<file path="config.mk">
export PLATFORM = sky130hd
export DESIGN_NAME = spi_irq_unit
export DESIGN_NICKNAME = d
export VERILOG_FILES = /design/src/rtl/spi_irq_pkg.sv /design/src/rtl/irq_status_bank.sv /design/src/rtl/irq_mask_bank.sv /design/src/rtl/irq_read_mux.sv /design/src/rtl/spi_irq_unit.sv
export SDC_FILE = /design/constraint.sdc
export NUM_CORES = 1
export LEC_CHECK = 0
export ABC_AREA = 1
export BUFFER_PORTS_ARGS = -buffer_cell sky130_fd_sc_hd__buf_2
export CELL_PAD_IN_SITES_DETAIL_PLACEMENT = 1
export CELL_PAD_IN_SITES_GLOBAL_PLACEMENT = 2
export CORE_ASPECT_RATIO = 1.75
export CORE_MARGIN = 4
export CORE_UTILIZATION = 21
export CTS_BUF_LIST = sky130_fd_sc_hd__clkbuf_8
export CTS_CLUSTER_SIZE = 40
export DETAILED_ROUTE_END_ITERATION = 7
export PLACE_DENSITY = 0.91
export SYNTH_ARGS = -nofsm -noshare
export SYNTH_HDL_FRONTEND = slang
export SYNTH_SLANG_ARGS = --single-unit
export TNS_END_PERCENT = 100
</file>
<file path="constraint.sdc">
create_clock -name clk_i -period 2.6 [get_ports clk_i]
set_clock_uncertainty 0.1 [all_clocks]
set_input_delay 0.26 -clock clk_i [delete_from_list [all_inputs] [get_ports clk_i]]
set_output_delay 0.26 -clock clk_i [all_outputs]
set_load 0.01 [all_outputs]
</file>
<file path="src/rtl/spi_irq_pkg.sv">
package spi_irq_pkg;
  localparam int IRQ_W  = 7;
  localparam int ADDR_W = 6;
  localparam int DATA_W = 32;

  localparam logic [ADDR_W-1:0] OFF_STATUS = 6'h04;
  localparam logic [ADDR_W-1:0] OFF_SET    = 6'h08;
  localparam logic [ADDR_W-1:0] OFF_CLR    = 6'h0C;
  localparam logic [ADDR_W-1:0] OFF_MASK   = 6'h10;

  localparam int BIT_MODE_FAULT = 1;
  localparam int BIT_TX_LOW     = 2;
  localparam int BIT_TX_FULL    = 3;
  localparam int BIT_RX_AVAIL   = 4;

  // bits that mirror a level rather than latch an event
  localparam logic [IRQ_W-1:0] LIVE_DEFAULT =
    IRQ_W'((1 << BIT_TX_FULL) | (1 << BIT_RX_AVAIL));
endpackage

</file>
<file path="src/rtl/irq_status_bank.sv">
module irq_status_bank #(
  parameter int               W    = 7,
  parameter logic [W-1:0]     LIVE = '0
) (
  input  logic         clk_i,
  input  logic         rst_ni,
  input  logic [W-1:0] cond_i,
  input  logic [W-1:0] clr_i,
  output logic [W-1:0] status_o
);
  for (genvar b = 0; b < W; b++) begin : g_bit
    logic bit_q;
    if (LIVE[b]) begin : g_live
      always_ff @(posedge clk_i or negedge rst_ni)
        if (!rst_ni) bit_q <= 1'b0;
        else         bit_q <= cond_i[b];
    end else begin : g_sticky
      // a new event beats a same-cycle clear
      always_ff @(posedge clk_i or negedge rst_ni)
        if (!rst_ni) bit_q <= 1'b0;
        else         bit_q <= cond_i[b] | (bit_q & ~clr_i[b]);
    end
    assign status_o[b] = bit_q;
  end
endmodule

</file>
<file path="src/rtl/irq_mask_bank.sv">
module irq_mask_bank #(
  parameter int W = 7
) (
  input  logic         clk_i,
  input  logic         rst_ni,
  input  logic [W-1:0] set_i,
  input  logic [W-1:0] clr_i,
  output logic [W-1:0] mask_o
);
  logic [W-1:0] mask_q;
  always_ff @(posedge clk_i or negedge rst_ni)
    if (!rst_ni) mask_q <= '0;
    else         mask_q <= (mask_q | set_i) & ~clr_i;
  assign mask_o = mask_q;
endmodule

</file>
<file path="src/rtl/irq_read_mux.sv">
module irq_read_mux
  import spi_irq_pkg::*;
#(
  parameter int AW = 6,
  parameter int DW = 32,
  parameter int W  = 7
) (
  input  logic [AW-1:0] addr_i,
  input  logic [W-1:0]  status_i,
  input  logic [W-1:0]  mask_i,
  output logic [DW-1:0] rdata_o
);
  localparam int PAD = DW - W;
  always_comb begin
    rdata_o = '0;
    if (addr_i == AW'(OFF_STATUS))    rdata_o = {{PAD{1'b0}}, status_i};
    else if (addr_i == AW'(OFF_MASK)) rdata_o = {{PAD{1'b0}}, mask_i};
  end
endmodule

</file>
<file path="src/rtl/spi_irq_unit.sv">
module spi_irq_unit
  import spi_irq_pkg::*;
#(
  parameter int               IRQ_BITS  = IRQ_W,
  parameter int               AW        = ADDR_W,
  parameter int               DW        = DATA_W,
  parameter logic [IRQ_W-1:0] LIVE_BITS = LIVE_DEFAULT
) (
  input  logic                clk_i,
  input  logic                rst_ni,
  input  logic [IRQ_BITS-1:0] cond_i,
  input  logic [AW-1:0]       addr_i,
  input  logic                we_i,
  input  logic [DW-1:0]       wdata_i,
  output logic [DW-1:0]       rdata_o,
  output logic                irq_o
);
  logic [IRQ_BITS-1:0] wbits, st_clr, mk_set, mk_clr, status_q, mask_q;
  logic                irq_q;

  assign wbits  = wdata_i[IRQ_BITS-1:0];
  assign st_clr = (we_i && addr_i == AW'(OFF_STATUS)) ? wbits : '0;
  assign mk_set = (we_i && addr_i == AW'(OFF_SET))    ? wbits : '0;
  assign mk_clr = (we_i && addr_i == AW'(OFF_CLR))    ? wbits : '0;

  irq_status_bank #(.W(IRQ_BITS), .LIVE(LIVE_BITS[IRQ_BITS-1:0])) i_status (
    .clk_i(clk_i), .rst_ni(rst_ni), .cond_i(cond_i),
    .clr_i(st_clr), .status_o(status_q));

  irq_mask_bank #(.W(IRQ_BITS)) i_mask (
    .clk_i(clk_i), .rst_ni(rst_ni), .set_i(mk_set),
    .clr_i(mk_clr), .mask_o(mask_q));

  irq_read_mux #(.AW(AW), .DW(DW), .W(IRQ_BITS)) i_rmux (
    .addr_i(addr_i), .status_i(status_q), .mask_i(mask_q), .rdata_o(rdata_o));

  always_ff @(posedge clk_i or negedge rst_ni)
    if (!rst_ni) irq_q <= 1'b0;
    else         irq_q <= |(status_q & mask_q);

  assign irq_o = irq_q;
endmodule

</file>
* Word level (Yosys, flattened, before mapping) *
Cells that the tools add are included.

operators by class
  equality and inequality tests = 4
  mux-type cells = 5
  bitwise operators = 19
  reductions and logical operators = 4

operator list
  operator                                                          count
  32-bit 2-to-1 mux                                                 1
  7-bit 2-to-1 mux                                                  4
  7-bit AND                                                         2
  6-bit by 4-bit == test with 1-bit output (second input constant)  2
  7-bit NOT                                                         1
  7-bit bitwise OR                                                  1
  7-bit OR reduction                                                1
  6-bit by 3-bit == test with 1-bit output (second input constant)  1
  6-bit by 5-bit == test with 1-bit output (second input constant)  1
  1-bit AND                                                         5
  1-bit NOT                                                         5
  1-bit bitwise OR                                                  5
  1-bit logical AND                                                 3

word-level totals
  flip-flop bits (word level) = 15
  bits of input ports = 48
  output and inout bits = 33
  logic and storage cells = 41

* Longest topological paths before layout *
Gate-level depths: netlist (run 1).

  depth after elaboration = 6
  depth in mapped cells = 7
  depth with buffers taken out = 6

* Hierarchy *
A second synthesis (run 1) with hierarchy kept.

unflattened totals
  cell total of the unflattened synthesis = 163
  area, all modules = 1147.4 µm²

by module, submodules not included
  module           instances  cells each  area an instance (µm²)  seq. area each (µm²)
  irq_read_mux     1          55          351.6                   0.0
  irq_status_bank  1          34          302.8                   175.2
  spi_irq_unit     1          53          265.3                   25.0
  irq_mask_bank    1          21          227.7                   175.2

* Least setup slack after synthesis (run 1) *
Ideal clock, no wire load.

  path type = input-to-output
  start = input port addr_i[5]
  end = output port rdata_o[0]
  data arrival time = 0.896 ns
  required time = 2.240 ns
  path slack = 1.344 ns
  stages = 6
  buffers on the path = 1
  path through = nor2_2 -> nand2_4 -> nor2_4 -> buf_6 -> nand2_1 -> o21ai_0

between the ends
  longest elaborated chain between the ends = 3
  elaborated cells between the ends (all ways) = 4
  those cells by class = eq/ne: 2; mux: 2

RTL lines
  item                                      line                RTL
  start: declaration                        spi_irq_unit.sv:12  input logic [AW-1:0] addr_i,
  6-bit by 5-bit == test with 1-bit output  irq_read_mux.sv:17  else if (addr_i == AW'(OFF_MASK)) rdata_o = {{PAD{1'b0}}, mask_i};
  7-bit 2-to-1 mux                          irq_read_mux.sv:17
  32-bit 2-to-1 mux (*)                     irq_read_mux.sv:16  if (addr_i == AW'(OFF_STATUS)) rdata_o = {{PAD{1'b0}}, status_i};
  end: declaration                          spi_irq_unit.sv:15  output logic [DW-1:0] rdata_o,

Mark *: on every way between the ends. The rest lies on a longest branch, timed or not.

* Worst setup path in the final report (run 1) *
  start = input port addr_i[1]
  end = output port rdata_o[0]

Same word-level chain as after synthesis.

==> metrics, run 1 <==
Comb pwr share=16.5%; cts hold-fix bufs=1; total power=534 uW; layout net count=215; largest area contributor in the netlist=dfrtp_1; TritonCTS buffer count=3; Placer Congestion=0.763; core area=4670 um2; largest net degree at the start of global routing=16; Req. time, crit path=2240 ps; Synth top cells by count=nand2_1, buf_4, inv_1, dfrtp_1, a21oi_1; switching power=151 uW; Synth async-reset ratio=100%; Synth area leaders=dfrtp_1, buf_4, nand2_1; DR vias/cell=4.00; final setup fails=0; fmax=578 MHz; clk_lat worst skew=250 ps; fin. max-slew vios=0; Synth cell types=17; worst hold start=cond_i[3]; drt first pass iters=2; Clk pwr share=35.3%; Post-CTS Setup Bufs=0; unrepaired setup endpoints after global routing=false; clock buffer depth=2; hold depth=1; CTS H-Tree Depth=1; die area=6000 um2; Sink Count=15; post-route clock period utilization=66.6%; simple-gate share of the synthesized area=27.1%; Synth warnings=0; clock root buffer=clkbuf_8; Setup crit start kind=input pin; clock tree from TritonCTS=yes; critical path type=in -> out; R2R Setup Slk=1650 ps; Final Critical Period=1730 ps; global-route wire length before repair=4.06 mm; post-synthesis sequential area ratio=37.4%; R2R Path End=irq_o$_DFF_PN0_; Worst EP arrival=1370 ps; antenna violations before repair=0; most common cell in the netlist=nand2_1; Lkg Pwr=0.659 nW; share of layout cells above drive strength 1=24.1%; worst min-delay path category=in -> reg; Min-Delay Endpoint=i_status.g_bit[3].bit_q$_DFF_PN0_; largest family of logic cells by synthesized area=buffers and inverters; Hold WS=14.8 ps; outcome=completed; number of synthesized flops with an enable pin=0; total routed wirelength=2.48 mm; port bufs=30; areal power density over the cells=458 nW/um2; antenna viol nets, final=0; Reg clk slew, reported paths=60 ps; post-synthesis xor/xnor area fraction=0%; Die X=60.3 um; sequential power share=48.3%; Detailed Place HPWL=2.03 mm; Post-Syn Instances=133; syn avg cell area=7.55 um2; Crit. End Element=output port; Switching Fraction=28.2%; Power Internal=383 uW; Adder-Cell Fraction of Synth Area=0%; via count=871; compound-cell area share of the yosys netlist=7.47%; Main synth FF type=dfrtp_1; I/O pin total=81; Worst VDD drop=0.120 mV; Tot GR Track Use=9.04%; DR WL/cell=11.4 um; Residual DRC=0; share of the synthesized area in the top cell type=37.4%; initial core utilization=21.5%; synthesis-to-layout area growth=16.1%; synthesized cell area=1000 um2; num rows=33; start of the worst register-to-register path=i_status.g_bit[2].bit_q$_DFF_PN0_; DR iter-0 viols=9; GRT overflow=0; mux contribution to synthesized area=0%; final setup TNS=0 ps; vias in the first global route=927; die height=99.5 um; MaxCap Viol Count=0; post-CTS sizing=0; r2r worst-path depth=4; Crit Path Max Fanout=7; ant diodes=0; Hold Vio Cnt, Final=0; Seq cells post-synth=15
registers in the layout, summed over array words and instances, names as in the netlist:
register / count
i_mask.mask_o: 7
i_status.g_bit.bit_q: 7
irq_o: 1
per-layer routing:
| layer | GRT usage (%) | vias up | part of all wire, % |
|---|---|---|---|
| met2 | 16.8 | 41 | 54 |
| met4 | 4.61 | 0 | 2.3 |
| met3 | 0.909 | 5 | 7.8 |
| li1 | - | 426 | - |
| met5 | 0 | - | 0 |
| met1 | 9.41 | 399 | 36 |
critical path: stages:
cell and delay, ps:
buf_2 110, nor2_4 120, nand4_1 310, o21ai_0 370, buf_2 190
cell families (layout without fill, tap and decap cells):
kind of cell | Yosys count | in the layout
simple gates | 55 | 55
buf+inv | 47 | 56
compound gates | 15 | 15
flops | 15 | 15
other cells | 1 | 25
worst max-delay path by stage:
stage	slack (ps)	end	depth (start not counted)	from
2_1_floorplan	1340	rdata_o[0]	6	addr_i[5]
3_3_place_gp	860	rdata_o[0]	5	addr_i[1]
3_5_place_dp	860	rdata_o[0]	5	addr_i[1]
4_1_cts	860	rdata_o[0]	5	addr_i[1]
5_1_grt	740	rdata_o[0]	5	addr_i[2]
6_report	870	rdata_o[0]	5	addr_i[1]
through the flow:
step | area, um2 | util, % | std cells | worst slack, ps
after global routing | 1170 | 25.0 | 218 | 736
after floorplan | 1090 | - | 157 | 1340
after detailed placement | 1110 | 23.8 | 213 | 855
after CTS | 1170 | 25.0 | 218 | 855
final | 1170 | 25.0 | 218 | 870
after global placement | 1110 | 23.8 | 213 | 862
power groups by stage:
stage / Combinational (mW) / Sequential [mW] / Clock (mW)
finish: 0.0880 / 0.258 / 0.188
global route: 0.104 / 0.260 / 0.202
CTS: 0.0890 / 0.258 / 0.195
detailed placement: 0.0877 / 0.262 / 0
global placement: 0.0860 / 0.261 / 0
floorplan: 0.0778 / 0.260 / 0
placed cells by master (no fill, tap or decap), types with 2 or more instances in the layout:
master and instances:
nor2_4 3, inv_1 22, clkbuf_8 3, nand3_2 2, conb_1 25, o21ai_0 7
nand3_1 6, nor3_1 7, nand2_1 32, buf_2 30, a21oi_1 8, dfrtp_1 15
cell type report:
cell class,instances,area (um2)
Sequential cell,15,375
Multi-Input combinational cell,95,442
Tap cell,52,65.1
Fill cell,609,3500
Inverter,21,78.8
Clock buffer,3,41.3
Clock inverter,1,3.75
Timing Repair Buffer,31,160
(Power assumes the default switching activity.)
==> run 2, diff against run 1 <==
--- a/config.mk
+++ b/config.mk
@@ -11,11 +11,11 @@
 export CELL_PAD_IN_SITES_GLOBAL_PLACEMENT = 2
 export CORE_ASPECT_RATIO = 1.75
 export CORE_MARGIN = 4
-export CORE_UTILIZATION = 21
+export CORE_UTILIZATION = 17
 export CTS_BUF_LIST = sky130_fd_sc_hd__clkbuf_8
 export CTS_CLUSTER_SIZE = 40
 export DETAILED_ROUTE_END_ITERATION = 7
-export PLACE_DENSITY = 0.91
+export PLACE_DENSITY = 0.79
 export SYNTH_ARGS = -nofsm -noshare
 export SYNTH_HDL_FRONTEND = slang
 export SYNTH_SLANG_ARGS = --single-unit
==> constraint.sdc (replaced) <==
create_clock -name clk_i -period 1.4 [get_ports clk_i]
set_clock_uncertainty 0.1 [all_clocks]
set_input_delay 0.14 -clock clk_i [delete_from_list [all_inputs] [get_ports clk_i]]
set_output_delay 0.14 -clock clk_i [all_outputs]
set_load 0.01 [all_outputs]
==> metrics, run 2 (synthesized netlist as in run 1, its figures left out) <==
outcome=completed; share of layout cells above drive strength 1=26.5%; worst min-delay path category=in -> reg; Crit. End Element=output port; Detailed Place HPWL=2.30 mm; I/O pin total=81; clock root buffer=clkbuf_8; areal power density over the cells=761 nW/um2; antenna viol nets, final=0; synthesis-to-layout area growth=33.2%; post-CTS sizing=0; final setup TNS=0 ps; Worst VDD drop=0.253 mV; DR iter-0 viols=3; clk_lat worst skew=250 ps; vias in the first global route=1,032; num rows=36; Lkg Pwr=0.730 nW; drt first pass iters=3; CTS H-Tree Depth=1; post-layout util=23.6%; final setup fails=0; largest net degree at the start of global routing=16; most common cell after layout, fill and taps aside=nand2_1; total routed wirelength=2.86 mm; core area=5680 um2; clock buffer depth=2; layout net count=230; Placer Congestion=0.742; die height=110 um; die area=7250 um2; Residual DRC=0; ant diodes=0; TritonCTS buffer count=3; critical path type=in -> out; Final Critical Period=1280 ps; fin. max-slew vios=0; DR vias/cell=3.65; post-route clock period utilization=91.1%; antenna violations before repair=0; Setup crit start kind=input pin; global-route wire length before repair=4.69 mm; MaxCap Viol Count=0; Hold Vio Cnt, Final=0; commonest cells after routing, fill and taps aside=nand2_1, buf_2, conb_1; Crit Path Max Fanout=5; Reg clk slew, reported paths=60 ps; unrepaired setup endpoints after global routing=false; Worst EP arrival=1040 ps; clock tree from TritonCTS=yes; fmax=784 MHz; via count=938; GRT overflow=0; Die X=66.1 um; port bufs=30; Req. time, crit path=1160 ps; Sink Count=15; initial core utilization=17.7%; DR WL/cell=11.1 um; Tot GR Track Use=8.66%
run 2: final cells by class:
type	count	area, um2
Inverter	21	78.8
Clock buffer	3	41.3
Multi-Input combinational cell	95	442
Fill cell	750	4340
Timing Repair Buffer	46	303
Clock inverter	1	3.75
Sequential cell	15	375
Tap cell	76	95.1
run 2: metal layers:
layer | part of all wire (%) | track usage, % | routed length (um)
met2 | 56 | 16.3 | 1600
met3 | 7.2 | 1.84 | 207
met5 | 0 | 0 | 0
met4 | 2.5 | 4.80 | 71
met1 | 34 | 8.42 | 981
run 2: path summary, 6_finish.rpt:
kind                                                        start                                end  slack, ps  cells after the start
worst max-delay path                                    addr_i[5]                         rdata_o[6]        120                      8
worst min-delay path                                   wdata_i[4]         i_mask.mask_o[4]$_DFF_PN0_         50                      3
worst max register to register  i_status.g_bit[0].bit_q$_DFF_PN0_                    irq_o$_DFF_PN0_        390                      4
worst min register to register         i_mask.mask_o[4]$_DFF_PN0_                    irq_o$_DFF_PN0_        390                      2
max in group asynchronous                                  rst_ni         i_mask.mask_o[6]$_DFF_PN0_        700                      2
min in group asynchronous                                  rst_ni  i_status.g_bit[5].bit_q$_DFF_PN0_        240                      2
run 2: report_power, final:
group,switching [mW],internal (mW)
clock network,0.152,0.194
registers,0.0163,0.464
logic,0.117,0.0746
run 2: critical path, stage by stage:
cell and delay, ps:
buf_2 110, nor2_2 140, nand2_4 70, nor2_4 130, buf_4 150, nand2_1 50, o21ai_0 80, buf_2 160
run 2: per-stage QoR:
step	hold slack [ps]	power, mW	instances	area [um2]	setup WS, ps
after floorplan	-256	0.628	157	1090	384
after global placement	-22.6	0.656	243	1190	91.3
after detailed placement	-23.7	0.663	243	1190	70.0
after CTS	39.6	1.03	255	1310	64.2
after global routing	42.8	1.08	257	1340	8.43
final	48.7	1.02	257	1340	124
run 2: timing repair:
action,CTS,global route
hold buffers,8,0
endpoints found under the setup margin,0,2
endpoints found under the hold margin,22,0
buffers inserted,0,2
==> run 3, diff against run 2 <==
--- a/config.mk
+++ b/config.mk
@@ -11,11 +11,12 @@
 export CELL_PAD_IN_SITES_GLOBAL_PLACEMENT = 2
 export CORE_ASPECT_RATIO = 1.75
 export CORE_MARGIN = 4
-export CORE_UTILIZATION = 17
+export CORE_UTILIZATION = 19
 export CTS_BUF_LIST = sky130_fd_sc_hd__clkbuf_8
+export CTS_CLUSTER_DIAMETER = 40
 export CTS_CLUSTER_SIZE = 40
 export DETAILED_ROUTE_END_ITERATION = 7
-export PLACE_DENSITY = 0.79
+export PLACE_DENSITY = 0.84
 export SYNTH_ARGS = -nofsm -noshare
 export SYNTH_HDL_FRONTEND = slang
 export SYNTH_SLANG_ARGS = --single-unit
==> constraint.sdc (replaced) <==
create_clock -name clk_i -period 1.3 [get_ports clk_i]
set_clock_uncertainty 0.1 [all_clocks]
set_input_delay 0.13 -clock clk_i [delete_from_list [all_inputs] [get_ports clk_i]]
set_output_delay 0.13 -clock clk_i [all_outputs]
set_load 0.01 [all_outputs]
==> metrics, run 3 (synthesized netlist as in run 1, its figures left out) <==
clock tree from TritonCTS=yes; GRT overflow=0; clk_lat worst skew=250 ps; worst hold start=wdata_i[4]; layout net count=228; crit path cell chain=buf_2 > nor2_2 > nand2_4 > nor2_4 > buf_12 > nand2_1 > o21ai_1 > buf_2; R2R Setup Slk=350 ps; antenna viol nets, final=0; R2R Path End=irq_o$_DFF_PN0_; Slowest-stage cell, CP=buf_2; Lkg Pwr=0.720 nW; vias in the first global route=947; commonest cells after routing, fill and taps aside=nand2_1, buf_2, conb_1; Crit. End Element=output port; Tot GR Track Use=8.21%; sequential power share=46.7%; DR vias/cell=3.97; die height=104 um; largest net degree at the start of global routing=16; fin. max-slew vios=0; fmax=820 MHz; CP top delay family=buffers and inverters; CTS H-Tree Depth=1; clock buffer depth=2; TritonCTS buffer count=3; critical path type=in -> out; Placed Instances=221; clock root buffer=clkbuf_8; num rows=34; final setup fails=0; Worst path depth=8; crit path to=rdata_o[0]; crit-path most repeated cell=buf_2; Switching Fraction=28.5%; global-route wire length before repair=4.17 mm; worst min-delay path category=in -> reg; I/O pin total=81; Clk pwr share=35.0%; most common cell after layout, fill and taps aside=nand2_1; MaxCap Viol Count=0; outcome=completed; WP buf/inv=3; total routed wirelength=2.63 mm; Sink Count=15; total power=1.11 mW; post-route clock period utilization=93.8%; Worst EP arrival=990 ps; port bufs=30; Power Internal=790 uW; die area=6560 um2; share of layout cells above drive strength 1=26.3%; Req. time, crit path=1070 ps; CP max stage delay=160 ps; Reg clk slew, reported paths=60 ps; drt first pass iters=2; final non-filler cell total=233; Crit Path Max Fanout=11; switching power=315 uW; initial core utilization=19.8%; Comb pwr share=18.2%; Worst VDD drop=0.188 mV; ant diodes=0; via count=925; core area=5060 um2; r2r worst-path depth=4; synthesis-to-layout area growth=29.1%; Placer Congestion=0.790; worst setup path start=addr_i[5]; Residual DRC=0; Setup crit start kind=input pin; antenna violations before repair=0; Detailed Place HPWL=2.17 mm; Post-CTS Setup Bufs=0; DR iter-0 viols=3; start of the worst register-to-register path=i_status.g_bit[2].bit_q$_DFF_PN0_; DR WL/cell=11.3 um; Hold Vio Cnt, Final=0; Die X=63.0 um; areal power density over the cells=852 nW/um2; Final Critical Period=1220 ps; unrepaired setup endpoints after global routing=false
run 3: cell types whose count changed in the layout (fill, tap and decap cells not counted):
cell / previous run / this run
o21ai_1: 0 / 4
buf_4: 7 / 5
inv_1: 22 / 21
o21ai_0: 7 / 3
clkinv_2: 0 / 1
run 3: layout make-up:
cell class	instances	area (um2)
tap	54	67.6
clock inverter	1	5.00
fill	636	3760
timing repair buffer	44	288
multi-input combinational	95	442
clock buffer	3	41.3
sequential	15	375
inverter	21	78.8
run 3: routing by layer:
layer	vias up	part of all wire, %	GRT usage [%]
met3	5	6.7	0.865
met4	0	3.5	6.16
met5	-	0	0
met2	40	54	15.8
met1	428	35	7.58
li1	452	-	-
run 3: how the worst min path moves through the flow:
stage	cells past startpoint	endpoint	slack, ps
global placement	1	i_status.g_bit[2].bit_q$_DFF_PN0_	-40
detailed placement	1	i_status.g_bit[1].bit_q$_DFF_PN0_	-40
finish	3	i_mask.mask_o[4]$_DFF_PN0_	30
global route	3	i_mask.mask_o[4]$_DFF_PN0_	30
floorplan	0	i_mask.mask_o[0]$_DFF_PN0_	-270
CTS	3	i_mask.mask_o[4]$_DFF_PN0_	30
run 3: metrics by stage:
stage	TNS, ps	util, %	area, um2	hold WS, ps	setup WS, ps
5_1_grt	0	25.6	1300	32.8	10.5
4_1_cts	0	25.6	1300	27.2	22.1
3_3_place_gp	-0.401	23.1	1170	-39.3	-0.401
2_1_floorplan	0	-	1090	-266	304
3_5_place_dp	-1.16	23.1	1170	-39.7	-1.16
6_report	0	25.6	1300	29.0	80.4
run 3: power groups by stage:
stage                     logic [mW]  clock network, mW  registers, mW
after floorplan                0.156                  0          0.521
after detailed placement       0.185                  0          0.525
after global placement         0.181                  0          0.522
after global routing           0.227              0.419          0.520
after CTS                      0.205              0.400          0.517
final                          0.201              0.387          0.516
run 3: tightest hold or removal path, cell delays in order:
cell and delay, ps:
buf_2 100, nand2_1 50, a21oi_1 50
run 3: repair_timing:
action | in CTS | in global routing
hold buffers | 8 | 0
hold endpoints to repair | 22 | 0
pin swaps | 0 | 0
setup endpoints to repair | 1 | 3
gates resized for setup | 1 | 3
